**src/rtl/hwflow_pkg.sv**
```systemverilog
package hwflow_pkg;

  // Offset subtracted from the trigger level for the low mark.
  function automatic int hyst_amount(input logic [1:0] sel, input int h1, input int h2, input int h3);
    case (sel)
      2'd1:    return h1;
      2'd2:    return h2;
      2'd3:    return h3;
      default: return 0;
    endcase
  endfunction

  // Fill level at which RTS# is released.
  function automatic int rts_high_mark(input int trig, input logic [1:0] sel, input int step,
                                       input int depth, input int h1, input int h2, input int h3);
    int m;
    m = (sel == 2'd0) ? trig + step : trig + hyst_amount(sel, h1, h2, h3);
    return (m > depth) ? depth : m;
  endfunction

  // Level below which RTS# is asserted again; never below 1.
  function automatic int rts_low_mark(input int trig, input logic [1:0] sel,
                                      input int h1, input int h2, input int h3);
    int m;
    m = trig - hyst_amount(sel, h1, h2, h3);
    return (m < 1) ? 1 : m;
  endfunction

endpackage

```
**src/rtl/hwflow_sync.sv**
```systemverilog
module hwflow_sync #(
  parameter int   STAGES  = 2,
  parameter logic RST_VAL = 1'b1
) (
  input  logic clk,
  input  logic rst_n,
  input  logic d,
  output logic q
);
  logic [STAGES-1:0] chain;

  genvar g;
  generate
    for (g = 0; g < STAGES; g++) begin : g_stage
      if (g == 0) begin : g_first
        always_ff @(posedge clk or negedge rst_n)
          if (!rst_n) chain[0] <= RST_VAL;
          else        chain[0] <= d;
      end else begin : g_next
        always_ff @(posedge clk or negedge rst_n)
          if (!rst_n) chain[g] <= RST_VAL;
          else        chain[g] <= chain[g-1];
      end
    end
  endgenerate

  assign q = chain[STAGES-1];
endmodule

```
**src/rtl/hwflow_rts.sv**
```systemverilog
module hwflow_rts
  import hwflow_pkg::*;
#(
  parameter int DEPTH     = 64,
  parameter int LVL_W     = 7,
  parameter int NEXT_STEP = 8,
  parameter int HYST1     = 4,
  parameter int HYST2     = 6,
  parameter int HYST3     = 8
) (
  input  logic             clk,
  input  logic             rst_n,
  input  logic [LVL_W-1:0] rx_level,
  input  logic [LVL_W-1:0] rx_trig,
  input  logic [1:0]       hyst_sel,
  input  logic             auto_en,
  input  logic             rts_req,
  input  logic             msr_read,
  output logic             rts_n,
  output logic             rts_chg,
  output logic             trig_hit
);
  localparam int MW = LVL_W + 1;

  logic [MW-1:0] hi_mark, lo_mark, lvl_x;
  logic          above_hi, below_lo, rts_next, auto_release;

  assign hi_mark  = MW'(rts_high_mark(int'(rx_trig), hyst_sel, NEXT_STEP, DEPTH, HYST1, HYST2, HYST3));
  assign lo_mark  = MW'(rts_low_mark(int'(rx_trig), hyst_sel, HYST1, HYST2, HYST3));
  assign lvl_x    = {1'b0, rx_level};
  assign above_hi = (lvl_x >= hi_mark);
  assign below_lo = (lvl_x < lo_mark);

  always_comb begin
    if (!auto_en)      rts_next = ~rts_req;
    else if (above_hi) rts_next = 1'b1;
    else if (below_lo) rts_next = 1'b0;
    else               rts_next = rts_n;
  end

  assign auto_release = auto_en && rts_next && !rts_n;

  always_ff @(posedge clk or negedge rst_n) begin
    if (!rst_n) begin
      rts_n    <= 1'b1;
      rts_chg  <= 1'b0;
      trig_hit <= 1'b0;
    end else begin
      rts_n    <= rts_next;
      trig_hit <= (rx_level >= rx_trig);
      if (auto_release)  rts_chg <= 1'b1;
      else if (msr_read) rts_chg <= 1'b0;
    end
  end

  AST_RTS_MANUAL: assert property (@(posedge clk) disable iff (!rst_n)
    !auto_en |=> (rts_n == !$past(rts_req)));
  AST_RTS_RELEASE: assert property (@(posedge clk) disable iff (!rst_n)
    (auto_en && above_hi) |=> rts_n);
  AST_RTS_REASSERT: assert property (@(posedge clk) disable iff (!rst_n)
    (auto_en && below_lo) |=> !rts_n);
  AST_RTS_FLAG: assert property (@(posedge clk) disable iff (!rst_n)
    auto_release |=> (rts_chg && rts_n));
endmodule

```
**src/rtl/hwflow_cts.sv**
```systemverilog
module hwflow_cts #(
  parameter int SYNC_STAGES = 2
) (
  input  logic clk,
  input  logic rst_n,
  input  logic cts_n,
  input  logic auto_en,
  input  logic tx_busy,
  input  logic msr_read,
  output logic tx_allow,
  output logic cts_chg
);
  logic cts_s, cts_prev, cts_edge, held;

  hwflow_sync #(.STAGES(SYNC_STAGES), .RST_VAL(1'b1)) u_sync (
    .clk(clk), .rst_n(rst_n), .d(cts_n), .q(cts_s)
  );

  assign cts_edge = cts_s ^ cts_prev;
  assign tx_allow = !auto_en ? 1'b1 : (tx_busy ? held : ~cts_s);

  always_ff @(posedge clk or negedge rst_n) begin
    if (!rst_n) begin
      cts_prev <= 1'b1;
      cts_chg  <= 1'b0;
      held     <= 1'b1;
    end else begin
      cts_prev <= cts_s;
      held     <= tx_allow;
      if (cts_edge)      cts_chg <= 1'b1;
      else if (msr_read) cts_chg <= 1'b0;
    end
  end

  AST_TX_FROZEN: assert property (@(posedge clk) disable iff (!rst_n)
    (auto_en && tx_busy && $past(auto_en) && $past(rst_n)) |-> (tx_allow == $past(tx_allow)));
  AST_CTS_CLEAR: assert property (@(posedge clk) disable iff (!rst_n)
    (msr_read && !cts_edge) |=> !cts_chg);
  AST_CTS_SET: assert property (@(posedge clk) disable iff (!rst_n)
    cts_edge |=> cts_chg);
endmodule

```
**src/rtl/uart_hwflow.sv**
```systemverilog
module uart_hwflow #(
  parameter int  DEPTH       = 64,
  parameter int  NEXT_STEP   = 8,
  parameter int  HYST1       = 4,
  parameter int  HYST2       = 6,
  parameter int  HYST3       = 8,
  parameter int  SYNC_STAGES = 2,
  localparam int LVL_W       = $clog2(DEPTH + 1)
) (
  input  logic             clk,
  input  logic             rst_n,
  input  logic [LVL_W-1:0] rx_level,
  input  logic [LVL_W-1:0] rx_trig,
  input  logic [1:0]       hyst_sel,
  input  logic             rts_auto_en,
  input  logic             rts_req,
  input  logic             cts_auto_en,
  input  logic             cts_n,
  input  logic             tx_busy,
  input  logic             msr_read,
  output logic             rts_n,
  output logic             tx_allow,
  output logic             trig_hit,
  output logic             rts_chg,
  output logic             cts_chg,
  output logic             flow_irq
);
  hwflow_rts #(
    .DEPTH(DEPTH), .LVL_W(LVL_W), .NEXT_STEP(NEXT_STEP),
    .HYST1(HYST1), .HYST2(HYST2), .HYST3(HYST3)
  ) u_rts (
    .clk(clk), .rst_n(rst_n), .rx_level(rx_level), .rx_trig(rx_trig),
    .hyst_sel(hyst_sel), .auto_en(rts_auto_en), .rts_req(rts_req),
    .msr_read(msr_read), .rts_n(rts_n), .rts_chg(rts_chg), .trig_hit(trig_hit)
  );

  hwflow_cts #(.SYNC_STAGES(SYNC_STAGES)) u_cts (
    .clk(clk), .rst_n(rst_n), .cts_n(cts_n), .auto_en(cts_auto_en),
    .tx_busy(tx_busy), .msr_read(msr_read), .tx_allow(tx_allow), .cts_chg(cts_chg)
  );

  assign flow_irq = (cts_chg & cts_auto_en) | (rts_chg & rts_auto_en);

  AST_IRQ_SOURCE: assert property (@(posedge clk) disable iff (!rst_n)
    flow_irq |-> ((cts_chg && cts_auto_en) || (rts_chg && rts_auto_en)));
endmodule

```
**config.mk**
```make
export PLATFORM = sky130hd
export DESIGN_NAME = uart_hwflow
export DESIGN_NICKNAME = d
export VERILOG_FILES = /design/src/rtl/hwflow_pkg.sv /design/src/rtl/hwflow_sync.sv /design/src/rtl/hwflow_rts.sv /design/src/rtl/hwflow_cts.sv /design/src/rtl/uart_hwflow.sv
export SDC_FILE = /design/constraint.sdc
export NUM_CORES = 1
export LEC_CHECK = 0
export ABC_AREA = 0
export BUFFER_PORTS_ARGS = -buffer_cell sky130_fd_sc_hd__buf_2
export CORE_MARGIN = 5
export CORE_UTILIZATION = 31
export DETAILED_ROUTE_END_ITERATION = 7
export HOLD_SLACK_MARGIN = 0.15
export SYNTH_ARGS = -nofsm -noshare
export SYNTH_HDL_FRONTEND = slang
export SYNTH_SLANG_ARGS = --single-unit
```
**constraint.sdc**
```tcl
create_clock -name clk -period 1.4 [get_ports clk]
set_input_delay 0.07 -clock clk [delete_from_list [all_inputs] [get_ports clk]]
set_output_delay 0.07 -clock clk [all_outputs]
set_load 0.01 [all_outputs]
```
==> results of run 1 <==
## routing by layer
metal	routed length [µm]	vias to the layer above	track usage [%]	part of all wire, %
met1	1552	570	15.79	45
met5	0	-	0	0
met2	1798	31	24.85	52
met3	135	0	0.9346	3.9
met4	0	0	1.779	0
li1	-	676	-	-
## registers in the layout (all words and copies together) (netlist names)
signal / flops
u_cts.cts_chg: 1
u_cts.cts_prev: 1
u_cts.held: 1
u_cts.u_sync.chain: 1
u_cts.u_sync.q: 1
u_rts.rts_chg: 1
u_rts.rts_n: 1
u_rts.trig_hit: 1
## Yosys cell counts
cell type / number / area (µm²)
or2_2: 2 / 12.51
mux2i_2: 1 / 13.76
fa_1: 2 / 40.04
o21bai_1: 3 / 22.52
nand2_2: 1 / 6.260
xnor2_1: 6 / 52.55
nor3_1: 1 / 5.000
nand3_1: 4 / 20.02
o32ai_1: 1 / 8.760
dfstp_2: 5 / 131.4
a22oi_1: 2 / 15.01
inv_1: 16 / 60.06
nor4b_1: 2 / 17.52
and2b_1: 1 / 7.510
nand2_1: 10 / 37.54
a211oi_1: 3 / 22.52
o21ai_1: 2 / 10.01
nor2b_1: 4 / 25.02
buf_4: 1 / 7.510
o21a_1: 1 / 7.510
o41ai_4: 1 / 27.53
a21oi_1: 10 / 50.05
a211o_1: 1 / 8.760
inv_2: 1 / 3.750
a211o_2: 1 / 10.01
xor2_1: 2 / 17.52
nor2_1: 4 / 15.01
a21o_1: 1 / 7.510
nand2b_1: 7 / 43.79
and3_1: 1 / 6.260
and2_1: 2 / 12.51
ha_1: 31 / 387.9
or4_2: 1 / 8.760
dfrtp_1: 3 / 75.07
o21ai_0: 9 / 45.04
a31oi_1: 1 / 6.260
a31o_2: 1 / 8.760
o211ai_1: 3 / 22.52
buf_6: 2 / 22.52
## final timing paths
kind	cells past startpoint	endpoint	slack (ns)	startpoint
worst max-delay path	16	u_rts.rts_n$_DFF_PN1_	-1.31	hyst_sel[1]
worst min-delay path	2	u_cts.cts_chg$_DFFE_PN0P_	0.21	rst_n
worst max register to register	2	u_cts.held$_DFF_PN1_	0.09	u_cts.u_sync.q$_DFF_PN1_
worst min register to register	0	u_cts.u_sync.q$_DFF_PN1_	0.35	u_cts.u_sync.chain[0]$_DFF_PN1_
max in group asynchronous	2	u_cts.held$_DFF_PN1_	0.95	rst_n
min in group clk	4	u_rts.trig_hit$_DFF_PN0_	0.28	rx_level[5]
## critical path, cell delays in order
cell and delay (ns):
buf_8 0.10, buf_6 0.11, ha_4 0.16, ha_4 0.16, inv_2 0.04, fa_2 0.46, nor4b_4 0.24, and3_4 0.22
ha_4 0.21, or2_4 0.24, ha_4 0.21, nand3_2 0.09, nor2_4 0.05, a211o_1 0.26, a31oi_2 0.15, a22oi_1 0.09
## final cells by class
cell class                 count  area (µm²)
clock buffer                   4       45.04
timing repair buffer          73       521.8
multi-input combinational    122        1204
tap                           50       62.56
fill                         379        1906
sequential                     8       206.4
inverter                      17       83.83
## logic make-up (layout without fill, tap and decap cells)
group | after synthesis | after routing | share of synthesized area (%)
flops | 8 | 8 | 15.85
buf+inv | 20 | 94 | 7.205
mux | 1 | 1 | 1.056
simple gates | 40 | 40 | 16.71
compound gates | 40 | 40 | 20.94
fa+ha+maj | 33 | 33 | 32.85
xor+xnor | 8 | 8 | 5.380
## report_power, final
part	total [mW]	internal (mW)	leakage, nW	switching [mW]
Clock	0.290	0.197	0.0228	0.0921
Sequential	0.274	0.262	0.0887	0.0117
Combinational	0.740	0.392	0.878	0.348
## through the flow
step	TNS (ns)	instance area [µm²]	hold WS (ns)	utilization (%)	instances
after floorplan	-2.439	1458	-0.2256	-	150
after global placement	-3.253	1898	-0.08295	47.11	261
after detailed placement	-3.301	1898	-0.08051	47.11	261
after CTS	-2.521	2093	0.2097	51.96	274
after global routing	-2.759	2123	0.2242	52.70	274
final	-2.496	2123	0.2050	52.70	274
## timing repair
item,in CTS,in global routing
pin swaps,25,1
endpoints found under the hold margin,13,0
gates resized for setup,18,5
buffers inserted,2,0
hold buffers,7,0
endpoints found under the setup margin,2,2
==> reports/metrics.yaml, run 1 <==
power:
  total_power_mw: 1.304
  p_leak_nw: 0.9893
  vdd_drop_max_mv: 0.2187
  cellPowerDensity_nw_per_um2: 614.1
timing:
  finalHoldViolCount: 0
  slew_viol_final: 0
  tightest_slew_ns: 0.4507
  setup_violations: 2
  finalCritPeriodShare_pct: 193.4
  worst_slack_ns: -1.308
  clock.fmax_mhz: 369.3
  relSlewSlack_pct: 69.53
  finalClockSkew_ns: 0.004981
  period_minus_slack_ns: 2.708
  grt_setup_unrepaired: "true"
drt:
  firstDrtPassIters: 4
  wl_per_cell_um: 12.72
  wirelength_um: 3486
  vias_per_cell: 4.661
  detail-route-antenna-nets: 0
  vias: 1277
  drc_errors: 0
  drt_iter0_markers: 22
layout:
  nNetsFinal: 282
  final_common_cell: "buf_4"
  layout_common_cells: "buf_4 (36), buf_2 (27), ha_1 (23)"
  area_growth_syn_to_layout_pct: 63.02
  antenna_cells: 0
  post_route_cells_drive_above_1_share_pct: 50.00
critical_path:
  critical_path_class: "input pin to flip-flop"
  cp_max_fo: 7
  required_ns: 1.55
  endpoint_kind: "flip-flop"
  crit_arrival_ns: 2.86
  start_kind: "input pin"
placement:
  dp_hpwl_um: 3072
  dp_worst_setup_slack_ns: -1.716
  numPortBuffers: 29
  finalWeightedCongestion: 0.7782
floorplan:
  die_x_um: 74.82
  pin_count: 30
  coreArea_um2: 4029
  die_area_um2: 5598
  start_util_pct: 32.33
  rows: 23
  die_h_um: 74.82
run_status:
  run_status: "finished, violations left"
  violations: "setup timing"
clock_tree:
  cts-root-buf: "clkbuf_8"
  cts_buffer_depth: 2
  htree_levels: 1
  clkLatencyLatePin_ns: 0.23
  cts_tree: "yes"
  path_clk_slew_ns: 0.04
  cts_buffers: 3
  cts.sinks: 8
synth:
  seq_area_frac_synth_pct: 15.85
  synth.yosys.warnings: 0
  synth.avg_cell_area_um2: 8.683
  synth_area_um2: 1302
  netlist_instances: 150
  synth_nets: 207
  yosysUniqueCellTypes: 39
  synth_seq_cells: 8
global_route:
  grt_start_max_net_pins: 10
  grt-ovfl-total: 0
  antenna_found_initial: 0
  grtUsageTotal_pct: 12.89
  grt_pass1_vias: 1276
  grt_pass1_wl_um: 5664
job:
  max_cap_violations: 0
hold_path:
  hp-class: "input pin to asynchronous set/reset pin"
Note: power is estimated with default switching activity, not from simulation.
==> run 2, diff against run 1 <==
- PLACE_DENSITY: unset -> 0.48
==> run 2 against run 1 <==
  * The run still ends with setup timing left
  * Wire length up 4.0%
  * Worst hold slack better by 0.0022 ns
  * Sequential cell count unchanged
  * Non-clock buffer count up 3
  * Sequential power about the same
  * Die area unchanged
  * Critical path type unchanged
  * Critical endpoint unchanged
  * Highest routed layer is now met4
==> reports/metrics.yaml, run 2 (synthesis gave the netlist of run 1 again) <==
critical_path:
  cpPeakStageDelay_ns: 0.46
  reg2reg_to: "u_cts.held$_DFF_PN1_"
  start_kind: "input pin"
  crit_chain: "buf_8 > buf_6 > ha_4 > ha_4 > inv_2 > fa_2 > nor4b_4 > and3_4 > ha_4 > nand2b_4 > ha_4 > a21oi_4 > a21oi_2 > a211o_1 > a31oi_1 > a22oi_1"
  crit_arrival_ns: 2.82
  rr_startpoint: "u_cts.u_sync.q$_DFF_PN1_"
  endpoint_kind: "flip-flop"
  crit_top_cell: "ha_4"
  cp_num_cells: 16
  cp_top_family: "adder cells"
  cp_slowest_cell: "fa_2"
  critical_path_class: "input pin to flip-flop"
  critPathBufInv: 3
  required_ns: 1.55
  cp_max_fo: 5
  reg2regPathDepth: 2
  r2r_setup_slack_ns: 0.11
placement:
  postPlaceCellArea_um2: 1883
  finalWeightedCongestion: 0.8007
  numPortBuffers: 29
  dp_hpwl_um: 3098
  dp_worst_setup_slack_ns: -1.744
timing:
  tightest_slew_ns: 0.3117
  relSlewSlack_pct: 79.07
  finalCritPeriodShare_pct: 190.7
  grt_setup_unrepaired: "true"
  tns_ns: -2.467
  clock.fmax_mhz: 374.6
  finalClockSkew_ns: 0.006695
  period_minus_slack_ns: 2.669
  setup_violations: 2
  finalHoldViolCount: 0
  slew_viol_final: 0
  worst_slack_ns: -1.269
floorplan:
  die_h_um: 74.82
  die_area_um2: 5598
  coreArea_um2: 4029
  pin_count: 30
  die_x_um: 74.82
  start_util_pct: 32.33
  rows: 23
layout:
  nNetsFinal: 285
  area_growth_syn_to_layout_pct: 67.82
  layout_common_cells: "buf_4 (39), buf_2 (27), ha_1 (22)"
  post_route_cells_drive_above_1_share_pct: 52.42
  design_area_um2: 2186
  antenna_cells: 0
  final_common_cell: "buf_4"
clock_tree:
  cts_buffer_depth: 2
  clkLatencyLatePin_ns: 0.23
  htree_levels: 1
  cts_buffers: 3
  cts_tree: "yes"
  cts-root-buf: "clkbuf_8"
  cts.sinks: 8
  path_clk_slew_ns: 0.04
drt:
  firstDrtPassIters: 2
  drt_iter0_markers: 27
  wl_per_cell_um: 13.09
  detail-route-antenna-nets: 0
  wirelength_um: 3625
  vias: 1281
  drc_errors: 0
  vias_per_cell: 4.625
global_route:
  grt-ovfl-total: 0
  grt_start_max_net_pins: 10
  grt_pass1_vias: 1411
  grt_pass1_wl_um: 6127
  antenna_found_initial: 0
  grtUsageTotal_pct: 13.76
power:
  cellPowerDensity_nw_per_um2: 614.6
  pwr-share-comb_pct: 58.5
  p_leak_nw: 1.016
  p_int_mw: 0.8814
  swShare_pct: 34.39
  clock_power_share_pct: 21.1
  switchingPower_mw: 0.4620
  vdd_drop_max_mv: 0.2348
  pwr-share-seq_pct: 20.5
run_status:
  run_status: "finished, violations left"
  violations: "setup timing"
hold_path:
  hp-class: "input pin to asynchronous set/reset pin"
job:
  max_cap_violations: 0
==> run 2: changes by cell type in the layout (fill, tap and decap cells not counted), sizes merged <==
cell  previous run  this run
buf             66        69
==> run 2: layout make-up <==
type	instances	area (µm²)
Sequential cell	8	206.4
Fill cell	369	1843
Tap cell	50	62.56
Multi-Input combinational cell	122	1246
Clock buffer	4	45.04
Inverter	17	81.33
Timing Repair Buffer	76	544.3
==> run 2: timing repair <==
| action | in CTS | in global routing |
|---|---|---|
| setup endpoints to repair | 2 | 3 |
| hold buffers | 7 | 0 |
| hold endpoints to repair | 13 | 0 |
| setup buffers | 4 | 3 |
| pin swaps | 13 | 15 |
| gates resized for setup | 9 | 19 |
==> run 2: worst max-delay path by stage <==
stage / start / to / slack (ns)
floorplan: hyst_sel[0] / u_rts.rts_n$_DFF_PN1_ / -1.27
detailed placement: hyst_sel[0] / u_rts.rts_n$_DFF_PN1_ / -1.74
finish: hyst_sel[1] / u_rts.rts_n$_DFF_PN1_ / -1.27
global route: hyst_sel[1] / u_rts.rts_n$_DFF_PN1_ / -1.46
CTS: hyst_sel[1] / u_rts.rts_n$_DFF_PN1_ / -1.32
global placement: hyst_sel[0] / u_rts.rts_n$_DFF_PN1_ / -1.70
==> run 2: layer usage <==
metal  up-vias  GRT usage (%)  wire, µm
met2        22          26.60      1918
met4         0          1.779        17
met3         3         0.9346       155
met1       575          16.91      1533
met5         -              0         0
li1        681              -         -
==> run 2: metrics by stage <==
step           total power [mW]  hold slack [ns]  instances  utilization [%]
3_5_place_dp             0.9349         -0.08192        259            46.74
4_1_cts                   1.281           0.2076        274            51.12
3_3_place_gp             0.9186         -0.08725        259            46.74
2_1_floorplan            0.6784          -0.2256        150                -
6_report                  1.343           0.2072        277            54.25
5_1_grt                   1.457           0.2336        277            54.25
==> run 2: power groups by stage <==
stage	combinational, mW	clock [mW]	sequential (mW)
6_report	0.785	0.283	0.275
5_1_grt	0.884	0.295	0.279
4_1_cts	0.716	0.291	0.274
3_5_place_dp	0.658	0	0.277
3_3_place_gp	0.643	0	0.276
2_1_floorplan	0.395	0	0.284
==> run 3, diff against run 2 <==
- BUFFER_PORTS_ARGS: -buffer_cell sky130_fd_sc_hd__buf_2 -> -buffer_cell sky130_fd_sc_hd__buf_4
==> run 3 against run 2 <==
  * First-iteration DRC count is 48% lower
  * Non-clock buffer count is 6 lower
  * Wire length rose by 1.3%
  * Count of clock-buffer cells in the layout unchanged
  * The flow still finishes with violations (setup timing)
  * Combinational power fell by 0.8%
  * Register-to-register slack gained 0.04 ns
  * Critical path depth unchanged
  * Largest power group unchanged
  * Clock power about the same
  * Sequential power about the same
  * Die area did not move
==> reports/metrics.yaml, run 3 (synthesis gave the netlist of run 1 again) <==
clock_tree:
  cts_buffer_depth: 2
  clkLatencyLatePin_ns: 0.23
  path_clk_slew_ns: 0.04
  cts.sinks: 8
  cts-root-buf: "clkbuf_8"
  htree_levels: 1
  cts_tree: "yes"
  cts_buffers: 3
power:
  total_power_mw: 1.339
  vdd_drop_max_mv: 0.2554
  switchingPower_mw: 0.4556
  swShare_pct: 34.02
  p_int_mw: 0.8836
  clock_power_share_pct: 21.2
  cellPowerDensity_nw_per_um2: 615.5
  pwr-share-comb_pct: 58.2
  p_leak_nw: 1.012
  pwr-share-seq_pct: 20.6
critical_path:
  required_ns: 1.54
  start_kind: "input pin"
  cp_top_family: "adder cells"
  critical_path_class: "input pin to flip-flop"
  critPathBufInv: 3
  r2r_setup_slack_ns: 0.15
  cp_slowest_cell: "fa_2"
  crit_top_cell: "ha_4"
  cpPeakStageDelay_ns: 0.45
  crit_chain: "buf_8 > buf_6 > ha_4 > ha_4 > inv_2 > fa_2 > nor4b_4 > and3_4 > ha_4 > nand2b_4 > ha_4 > a21oi_4 > a21oi_2 > a211o_1 > a31oi_1 > a22oi_1"
  crit_arrival_ns: 2.82
  cp_max_fo: 7
  endpoint_kind: "flip-flop"
run_status:
  run_status: "finished, violations left"
  violations: "setup timing"
layout:
  area_growth_syn_to_layout_pct: 67.05
  final_cells: 271
  nNetsFinal: 279
  antenna_cells: 0
  final_common_cell: "buf_4"
  layout_common_cells: "buf_4 (61), ha_1 (23), inv_1 (12)"
  post_route_cells_drive_above_1_share_pct: 50.23
timing:
  tightest_slew_ns: 0.2928
  setup_violations: 2
  worst_slack_ns: -1.277
  hold-worst-slack_ns: 0.1832
  finalHoldViolCount: 0
  relSlewSlack_pct: 80.21
  period_minus_slack_ns: 2.677
  clock.fmax_mhz: 373.5
  tns_ns: -2.419
  finalCritPeriodShare_pct: 191.2
  finalClockSkew_ns: 0.001986
  slew_viol_final: 0
  grt_setup_unrepaired: "true"
floorplan:
  die_h_um: 74.82
  die_x_um: 74.82
  coreArea_um2: 4029
  pin_count: 30
  die_area_um2: 5598
  rows: 23
  start_util_pct: 32.33
drt:
  wirelength_um: 3671
  drc_errors: 0
  vias: 1309
  vias_per_cell: 4.830
  detail-route-antenna-nets: 0
  wl_per_cell_um: 13.55
  drt_iter0_markers: 14
  firstDrtPassIters: 2
placement:
  dp_worst_setup_slack_ns: -1.680
  numPortBuffers: 29
  dp_hpwl_um: 3186
  finalWeightedCongestion: 0.8050
  dpl.cell_count: 259
global_route:
  grtUsageTotal_pct: 13.54
  grt-ovfl-total: 0
  grt_pass1_vias: 1431
  grt_pass1_wl_um: 5927
  antenna_found_initial: 0
  grt_start_max_net_pins: 10
hold_path:
  hp-class: "input pin to flip-flop"
job:
  max_cap_violations: 0
[run 3: per-layer routing]
layer / part of all wire [%] / GRT usage, % / routed length [µm]
met1: 40 / 14.97 / 1482
met2: 55 / 28.14 / 2032
met3: 3.6 / 1.335 / 131
met4: 0.68 / 1.186 / 25
met5: 0 / 0 / 0
[run 3: final cells by class]
| class | count | area, µm² |
|---|---|---|
| well taps | 50 | 62.56 |
| repair buffers | 70 | 564.3 |
| inverters | 17 | 81.33 |
| flip-flops and latches | 8 | 206.4 |
| clock buffers | 4 | 45.04 |
| fillers | 392 | 1853 |
| multi-input cells | 122 | 1216 |
[run 3: power by group through the flow]
stage / clock network (mW) / registers, mW / logic, mW
after floorplan: 0 / 0.284 / 0.395
after global routing: 0.298 / 0.278 / 0.869
after CTS: 0.289 / 0.275 / 0.742
after global placement: 0 / 0.278 / 0.674
after detailed placement: 0 / 0.278 / 0.692
final: 0.284 / 0.276 / 0.779
[run 3: worst paths after layout]
kind / startpoint / end / cells past startpoint
setup / recovery: hyst_sel[1] / u_rts.rts_n$_DFF_PN1_ / 16
hold / removal: rts_auto_en / u_rts.rts_n$_DFF_PN1_ / 3
hold reg to reg: u_cts.u_sync.chain[0]$_DFF_PN1_ / u_cts.u_sync.q$_DFF_PN1_ / 0
min in group asynchronous: rst_n / u_cts.cts_chg$_DFFE_PN0P_ / 2
setup reg to reg: u_rts.rts_n$_DFF_PN1_ / u_rts.rts_n$_DFF_PN1_ / 5
max in group asynchronous: rst_n / u_cts.u_sync.q$_DFF_PN1_ / 2
[run 3: timing repair]
action                     in CTS  in global routing
setup buffers                   2                  0
hold buffers                    6                  0
resized for setup               9                 12
hold endpoints to repair       13                  0
pin swaps                      16                  2
setup endpoints to repair       2                  2
[run 3: worst reg2reg max path: cells and delay by family (launching register included)]
kind | cells | cell delay (ns)
AO/OA/AOI/OAI | 3 | 0.36
flip-flops | 1 | 0.55
AND/OR/NAND/NOR | 2 | 0.27
[run 3: through the flow]
step / util (%) / area [µm²]
5_1_grt: 54.01 / 2176
6_report: 54.01 / 2176
3_3_place_gp: 48.54 / 1956
2_1_floorplan: - / 1458
4_1_cts: 52.39 / 2111
3_5_place_dp: 48.54 / 1956
